## config.mk

```make
export PLATFORM = sky130hd
export DESIGN_NAME = rtc_irq_ctrl
export DESIGN_NICKNAME = d
export VERILOG_FILES = /design/src/rtl/rtc_irq_pkg.sv /design/src/rtl/rtc_rate_div.sv /design/src/rtl/rtc_flag_cell.sv /design/src/rtl/rtc_irq_merge.sv /design/src/rtl/rtc_irq_ctrl.sv
export SDC_FILE = /design/constraint.sdc
export NUM_CORES = 1
export LEC_CHECK = 0
export BUFFER_PORTS_ARGS = -buffer_cell sky130_fd_sc_hd__buf_2
export CAP_MARGIN = 20
export CORE_MARGIN = 1.5
export CORE_UTILIZATION = 56
export DETAILED_ROUTE_END_ITERATION = 10
export GPL_TIMING_DRIVEN = 0
export PLACE_DENSITY_LB_ADDON = 0.15
export SYNTH_ARGS = -nofsm -noshare
export SYNTH_HDL_FRONTEND = slang
export SYNTH_SLANG_ARGS = --single-unit
```

## constraint.sdc

```tcl
create_clock -name clk -period 3.51 [get_ports clk]
set_clock_uncertainty 0.1 [all_clocks]
set_input_delay 0.351 -clock clk [delete_from_list [all_inputs] [get_ports clk]]
set_output_delay 0.351 -clock clk [all_outputs]
set_load 0.005 [all_outputs]
```

## src/rtl/rtc_irq_pkg.sv

```systemverilog
`timescale 1ns/1ps
// Package: shared constants, source indices and rate-code decoding for the
// RTC interrupt controller. Assumes a 32.768 kHz timebase tick.
package rtc_irq_pkg;

    localparam int CNT_W  = 15;  // divider width, enough for the slowest rate
    localparam int SEL_W  = 4;   // rate code width
    localparam int EXP_W  = 4;   // width of a period exponent (0..14)
    localparam int NSRC   = 3;   // number of interrupt sources
    localparam int BYTE_W = 8;   // flag byte width
    localparam int FLAG_LSB = 4; // byte bit of source index 0

    // Source index; byte bit = FLAG_LSB + index.
    typedef enum logic [1:0] {
        SRC_UPD = 2'd0,
        SRC_ALM = 2'd1,
        SRC_PER = 2'd2
    } src_idx_e;

    // Map a rate code to the log2 of the periodic interval in ticks.
    // Zero means the periodic source is off.
    function automatic logic [EXP_W-1:0] rate_exp(input logic [SEL_W-1:0] sel);
        logic [EXP_W-1:0] e;
        case (sel)
            4'd0:    e = 4'd0;
            4'd1:    e = 4'd7;
            4'd2:    e = 4'd8;
            default: e = EXP_W'(sel - 4'd1);
        endcase
        return e;
    endfunction

endpackage

```

## src/rtl/rtc_rate_div.sv

```systemverilog
`timescale 1ns/1ps
// Module: periodic rate divider. It counts timebase ticks in a free-running
// counter and emits a one-cycle pulse on the tick that completes each
// interval of 2^e ticks, where e comes from the rate code.
// Assumes tick_i is high for one clock cycle per timebase period.
module rtc_rate_div
    import rtc_irq_pkg::*;
#(
    parameter int CW = CNT_W,
    parameter int SW = SEL_W
) (
    input  logic          clk,
    input  logic          rst_n,
    input  logic          tick_i,
    input  logic [SW-1:0] rate_sel_i,
    output logic          pulse_o
);

    localparam logic [CW-1:0] ONE = CW'(1);

    logic [CW-1:0]    cnt_q;
    logic [EXP_W-1:0] exp_w;
    logic [CW-1:0]    mask_w;

    // Advance the tick counter on every timebase tick.
    always_ff @(posedge clk) begin
        if (!rst_n)
            cnt_q <= '0;
        else if (tick_i)
            cnt_q <= cnt_q + ONE;
    end

    // Decode the interval and fire on the tick that fills the low bits.
    always_comb begin
        exp_w   = rate_exp(rate_sel_i);
        mask_w  = (ONE << exp_w) - ONE;
        pulse_o = tick_i && (exp_w != '0) && ((cnt_q & mask_w) == mask_w);
    end

endmodule

```

## src/rtl/rtc_flag_cell.sv

```systemverilog
`timescale 1ns/1ps
// Module: one sticky event flag. An event sets it. A read clears it unless an
// event arrives in the same cycle, in which case that event is kept.
module rtc_flag_cell (
    input  logic clk,
    input  logic rst_n,
    input  logic set_i,
    input  logic clr_i,
    output logic flag_o
);

    // Hold the flag; a read replaces it with this cycle's event.
    always_ff @(posedge clk) begin
        if (!rst_n)
            flag_o <= 1'b0;
        else if (clr_i)
            flag_o <= set_i;
        else
            flag_o <= flag_o | set_i;
    end

endmodule

```

## src/rtl/rtc_irq_merge.sv

```systemverilog
`timescale 1ns/1ps
// Module: combines flags and enables into the flag byte and the active-low
// interrupt pin. Purely combinational, so enables act in the same cycle.
module rtc_irq_merge
    import rtc_irq_pkg::*;
#(
    parameter int NS = NSRC
) (
    input  logic [NS-1:0]     flags_i,
    input  logic [NS-1:0]     en_i,
    output logic [BYTE_W-1:0] byte_o,
    output logic              irq_n_o
);

    logic req_w;

    // Build the summary bit, the source bits and the pin level.
    always_comb begin
        req_w  = |(flags_i & en_i);
        byte_o = '0;
        for (int i = 0; i < NS; i++)
            byte_o[FLAG_LSB + i] = flags_i[i];
        byte_o[BYTE_W-1] = req_w;
        irq_n_o = ~req_w;
    end

endmodule

```

## src/rtl/rtc_irq_ctrl.sv

```systemverilog
`timescale 1ns/1ps
// Module: top of the RTC interrupt controller. It connects the periodic
// divider, one flag cell per source and the output merge.
// Assumes event pulses and read strobe are synchronous to clk.
module rtc_irq_ctrl
    import rtc_irq_pkg::*;
(
    input  logic              clk,
    input  logic              rst_n,
    input  logic              tick_i,
    input  logic              update_done_i,
    input  logic              alarm_hit_i,
    input  logic [SEL_W-1:0]  rate_sel_i,
    input  logic              per_en_i,
    input  logic              alm_en_i,
    input  logic              upd_en_i,
    input  logic              flag_rd_i,
    output logic [BYTE_W-1:0] flags_o,
    output logic              irq_n_o
);

    logic            per_pulse_w;
    logic [NSRC-1:0] evt_w;
    logic [NSRC-1:0] en_w;
    logic [NSRC-1:0] flag_w;

    rtc_rate_div #(.CW(CNT_W), .SW(SEL_W)) u_div (
        .clk       (clk),
        .rst_n     (rst_n),
        .tick_i    (tick_i),
        .rate_sel_i(rate_sel_i),
        .pulse_o   (per_pulse_w)
    );

    // Gather events and enables in source-index order.
    always_comb begin
        evt_w          = '0;
        en_w           = '0;
        evt_w[SRC_UPD] = update_done_i;
        evt_w[SRC_ALM] = alarm_hit_i;
        evt_w[SRC_PER] = per_pulse_w;
        en_w[SRC_UPD]  = upd_en_i;
        en_w[SRC_ALM]  = alm_en_i;
        en_w[SRC_PER]  = per_en_i;
    end

    for (genvar g = 0; g < NSRC; g++) begin : g_flag
        rtc_flag_cell u_cell (
            .clk   (clk),
            .rst_n (rst_n),
            .set_i (evt_w[g]),
            .clr_i (flag_rd_i),
            .flag_o(flag_w[g])
        );
    end

    rtc_irq_merge #(.NS(NSRC)) u_merge (
        .flags_i(flag_w),
        .en_i   (en_w),
        .byte_o (flags_o),
        .irq_n_o(irq_n_o)
    );

endmodule

```

Word-level counts from Yosys, hierarchy flattened. Cells that the tools add are included.

Equal/unequal tests: 3. Mux-type cells: 4. Reductions and logical operators: 5. Add/subtract/negate cells: 3. Bitwise gates (word level): 6. Shifts and indexed selects: 1.

Operator list (number): adder 15 x 1 -> 15 bit, second input constant (1); AND 15 bit (1); equality test 15 bit (1); left shift 1 x 4 -> 15 bit, first input constant (1); subtractor 15 x 1 -> 15 bit, second input constant (1); case mux 4 bit (3 select lines) (1); equality test 4 x 1 -> 1 bit, second input constant (1); equality test 4 x 2 -> 1 bit, second input constant (1); zero test 4 bit (1); nonzero test 4 bit (1); subtractor 4 x 1 -> 4 bit, second input constant (1); AND 3 bit (1); 2-to-1 mux 1 bit (3); OR 1 bit (3); OR reduction 3 bit (1); logical AND 1 bit (2); inverter 1 bit (1).

Bits in registers: 18. Logic and storage cells: 26.

Logic depth before layout (Yosys ltp).
Word-level depth: 9. Gate-level depth with buffers: 16.

Modules after synthesis. Synthesis repeated with hierarchy kept, for this count alone.

Cell total of the unflattened synthesis: 205. Area, all modules: 1706.6 um^2.

Modules (own cells, without submodules): rtc_rate_div (sequential area each 300.3 um^2, cells each 185, area each 1505.2 um^2, instances 1); rtc_flag_cell (sequential area each 20.0 um^2, cells each 3, area each 41.3 um^2, instances 3); rtc_irq_merge (sequential area each 0.0 um^2, cells each 11, area each 77.6 um^2, instances 1).

Least setup slack after synthesis. Ideal clock, no wire load.

Path type: input port to flip-flop. Start: input port rate_sel_i[0]. End: register g_flag[2].u_cell.flag_o. Path buffers: 1. Data arrival time: 2946 ps. Required time: 3335 ps. Cell stages on the path: 15. Setup slack: 389 ps. Setup time: 75 ps. Cell sequence: clkbuf_2 > inv_1 > ha_1 > or4_4 > a211oi_4 > nor2_1 > nand2_1 > ha_1 > o2111ai_1 > a21oi_1 > o221ai_1 > a31oi_1 > nand4_1 > nand4b_1 > o22ai_1.

Cells in the longest elaborated chain, start to end: 9. Elaborated cells on any way between the ends: 14.

Ends and longest elaborated chain: start, declared (line rtc_irq_ctrl.sv:13) `input logic [SEL_W-1:0] rate_sel_i,`; subtractor 4 x 1 -> 4 bit (tied with other cells) (line rtc_irq_pkg.sv:28) `default: e = EXP_W'(sel - 4'd1);`; case mux 4 bit (3 select lines) (*) (line rtc_irq_pkg.sv:24) `case (sel)`; left shift 1 x 4 -> 15 bit (line rtc_rate_div.sv:36) `mask_w = (ONE << exp_w) - ONE;`; subtractor 15 x 1 -> 15 bit (line rtc_rate_div.sv:36); AND 15 bit (line rtc_rate_div.sv:37) `pulse_o = tick_i && (exp_w != '0) && ((cnt_q & mask_w) == mask_w);`; equality test 15 bit (line rtc_rate_div.sv:37); logical AND 1 bit (*) (line rtc_rate_div.sv:37); OR 1 bit (line rtc_flag_cell.sv:19) `flag_o <= flag_o | set_i;`; 2-to-1 mux 1 bit (*) (line rtc_flag_cell.sv:16) `else if (clr_i)`; end signal, assigned (line rtc_flag_cell.sv:17) `flag_o <= set_i;`; end signal, assigned (line rtc_flag_cell.sv:19); end, declared (line rtc_flag_cell.sv:9) `output logic flag_o`.

Every way passes the cells marked *; elsewhere a longest branch is shown, timed or not. A chain may end at the register's enable or synchronous reset.

Worst setup path after layout. Same ends and word-level chain as after synthesis.

==> flow_metrics.tcl <==
set metrics [dict create \
    drive_gt1_share_pct 20.4 \
    vias 1566 \
    fmax_mhz 309 \
    power.total_mw 0.511 \
    syn_inst 206 \
    drtIter0Drc 77 \
    synthArstFlopShare_pct 0 \
    status "finished, final reports clean" \
    rrSetupSlack_ps 1460 \
    peakVddDrop_uv 328 \
    power_density_nw_per_um2 284 \
    fill_cells 244 \
    p_leak_nw 0.714 \
    yosysSeqAreaShare_pct 22.5 \
    required_ps 3630 \
    num_antenna_cells 0 \
    wirelength_um 3860 \
    cts_sinks 18 \
    grt_pass1_wl_um 6730 \
    synth_top_flop_cell "dfxtp_1" \
    slew_headroom_pct 61.1 \
    cts_buffers 3 \
    rsz0062_at_grt "no" \
    htree_levels 1 \
    dp_hpwl_um 2930 \
    crit_arrival_ps 3350 \
    timing.setup.tns_ps 0 \
    grt_pass1_vias 1505 \
    coreArea_um2 2730 \
    stdcell_count 261 \
    hp-class "primary input to flop" \
    cp_max_fo 10 \
    multi_input_area_um2 1140 \
    critPathKind "primary input to flop" \
    worst_pin_slew_ps 584 \
    grt_usage_pct 26.0 \
    wl_per_cell_um 14.8 \
    synth_seq_cells 18 \
    period_needed_ps 3230 \
    viasPerCell 6.00 \
    yosys_warnings 0 \
    antenna_left 0 \
    synth_edf_count 0 \
    firstDrtPassIters 5 \
    switching_share_pct 31.8 \
    finalMaxSlewViolations 0 \
    period_share_pct 92.1 \
    overflow 0 \
    start_kind "primary input" \
    p_sw_mw 0.163 \
    synthToLayoutAreaGrowth_pct 12.2 \
    rows 19 \
    portBuffers 13 \
    cts_tree "built" \
    clockBufferDepth 2 \
    synthTopCellsByArea "dfxtp_1 (22%), xnor2_1 (7.1%), nand2_1 (5.6%)" \
    io_pins 22 \
    fin_util_pct 65.8 \
    antenna_found_initial 0 \
    gp_congestion 0.929 \
    clk_latency_ps 290 \
    clockRootBuffer "clkbuf_4" \
    grt_max_degree 11 \
    p_int_mw 0.349 \
    yosysUniqueCellTypes 53 \
    die-area_um2 3190 \
    num-nets-final 251 \
    finalHoldViolCount 0 \
    cap_violations 0 \
    seq_power_share_pct 41.5 \
    synth_area_um2 1600 \
    critPathCaptureType "flop" \
    setup_viol 0 \
    placedCellCount 253 \
    avgSynthCellArea_um2 7.79 \
    synth_top_area_share_pct 22.5 \
    path_clk_slew_ps 100 \
    yosysTopAreaCell "dfxtp_1" \
    power_frac_clock_pct 24.8 \
    chipHeight_um 56.5 \
    regArea_um2 360 \
    combPwrFrac_pct 33.7 \
    start_util_pct 58.7 \
    die_w_um 56.5 \
    drc 0 \
]
## area by class of cell
| type | instances | area share (%) |
|---|---|---|
| multi-input cells | 167 | 63.4 |
| repair buffers | 18 | 5.70 |
| plain buffers | 16 | 5.22 |
| well taps | 31 | 2.16 |
| inverters | 7 | 1.46 |
| clock buffers | 4 | 2.02 |
| flip-flops and latches | 18 | 20.0 |
## kinds of logic after synthesis
kind of cell | share of synthesized area (%)
XOR/XNOR | 7.64
AND/OR/NAND/NOR | 27.6
adder cells (fa/ha/maj) | 5.46
multiplexers | 1.87
flip-flops | 22.5
buffers and inverters | 7.72
other | 0.234
AO/OA/AOI/OAI | 27.0
## state kept, by name, summed over array words and instances, names as in the netlist
register,cells
u_div.cnt_q,15
g_flag.u_cell.flag_o,3
## per-stage QoR
step | area (um^2) | hold WS [ps] | setup slack (ps)
global placement | 1720 | 382 | -158
floorplan | 1620 | 345 | 389
detailed placement | 1720 | 386 | -194
finish | 1800 | 164 | 278
CTS | 1760 | 155 | 88.2
global route | 1800 | 156 | 0.509
## placed cells by master (no fill, tap or decap), types with 6 or more instances in the layout
cell type	instances
nand2_1	24
dfxtp_1	18
buf_2	15
nor2_1	15
xnor2_1	13
buf_4	13
a21oi_1	11
and2_1	11
o21ai_0	10
inv_1	7
nor2b_1	6
## Yosys cell counts, drive strengths merged (2+ instances only)
library cell,instances
and3,6
inv,7
and2,11
ha,7
a21oi,11
nand4,2
nor2b,6
nand3,6
o21a,3
a211oi,3
o211ai,3
or3,4
xnor2,13
nand2,24
o31ai,2
a21boi,3
dfxtp,18
o21bai,2
a31oi,3
clkbuf,7
nor3,3
o311ai,2
buf,10
a211o,2
nor2,15
o21ai,10
o2111ai,2
mux2i,3
## worst max-delay path, cell delays in order
cell and delay (ps):
buf_2 100, clkbuf_2 220, inv_1 140, ha_2 250
or4_4 580, a211oi_4 330, nor2_1 110, nand2_1 70
ha_1 140, o2111ai_1 130, a21oi_1 150, o221ai_1 120
a31oi_1 170, nand4_1 120, nand4b_1 200, o22ai_1 150
## final timing paths
check | startpoint | end | cells past startpoint
max reg2reg | u_div.cnt_q[3]$_SDFFE_PN0P_ | u_div.cnt_q[14]$_SDFFE_PN0P_ | 8
min reg2reg | g_flag[2].u_cell.flag_o$_SDFF_PN0_ | g_flag[2].u_cell.flag_o$_SDFF_PN0_ | 2
max | rate_sel_i[0] | g_flag[2].u_cell.flag_o$_SDFF_PN0_ | 16
min | flag_rd_i | g_flag[2].u_cell.flag_o$_SDFF_PN0_ | 2
## repair_timing
item	4_1_cts	5_1_grt
setup endpoints to repair	0	1
resized for setup	0	3
hold buffers	0	0
buffers inserted	0	5
## routing by layer
metal  global-route usage [%]  vias to the layer above  routed length, um
li1                         -                      779                  -
met1                     34.1                      722               1730
met2                     42.0                       59               1850
met3                     5.30                        6                223
met4                     9.18                        0                 55
met5                        0                        -                  0
## power by group through the flow
stage,combinational (mW),sequential [mW],clock (mW)
6_report,0.172,0.212,0.127
5_1_grt,0.190,0.213,0.141
3_3_place_gp,0.156,0.216,0
2_1_floorplan,0.125,0.216,0
3_5_place_dp,0.158,0.217,0
4_1_cts,0.160,0.212,0.132
(Power assumes the default switching activity.)
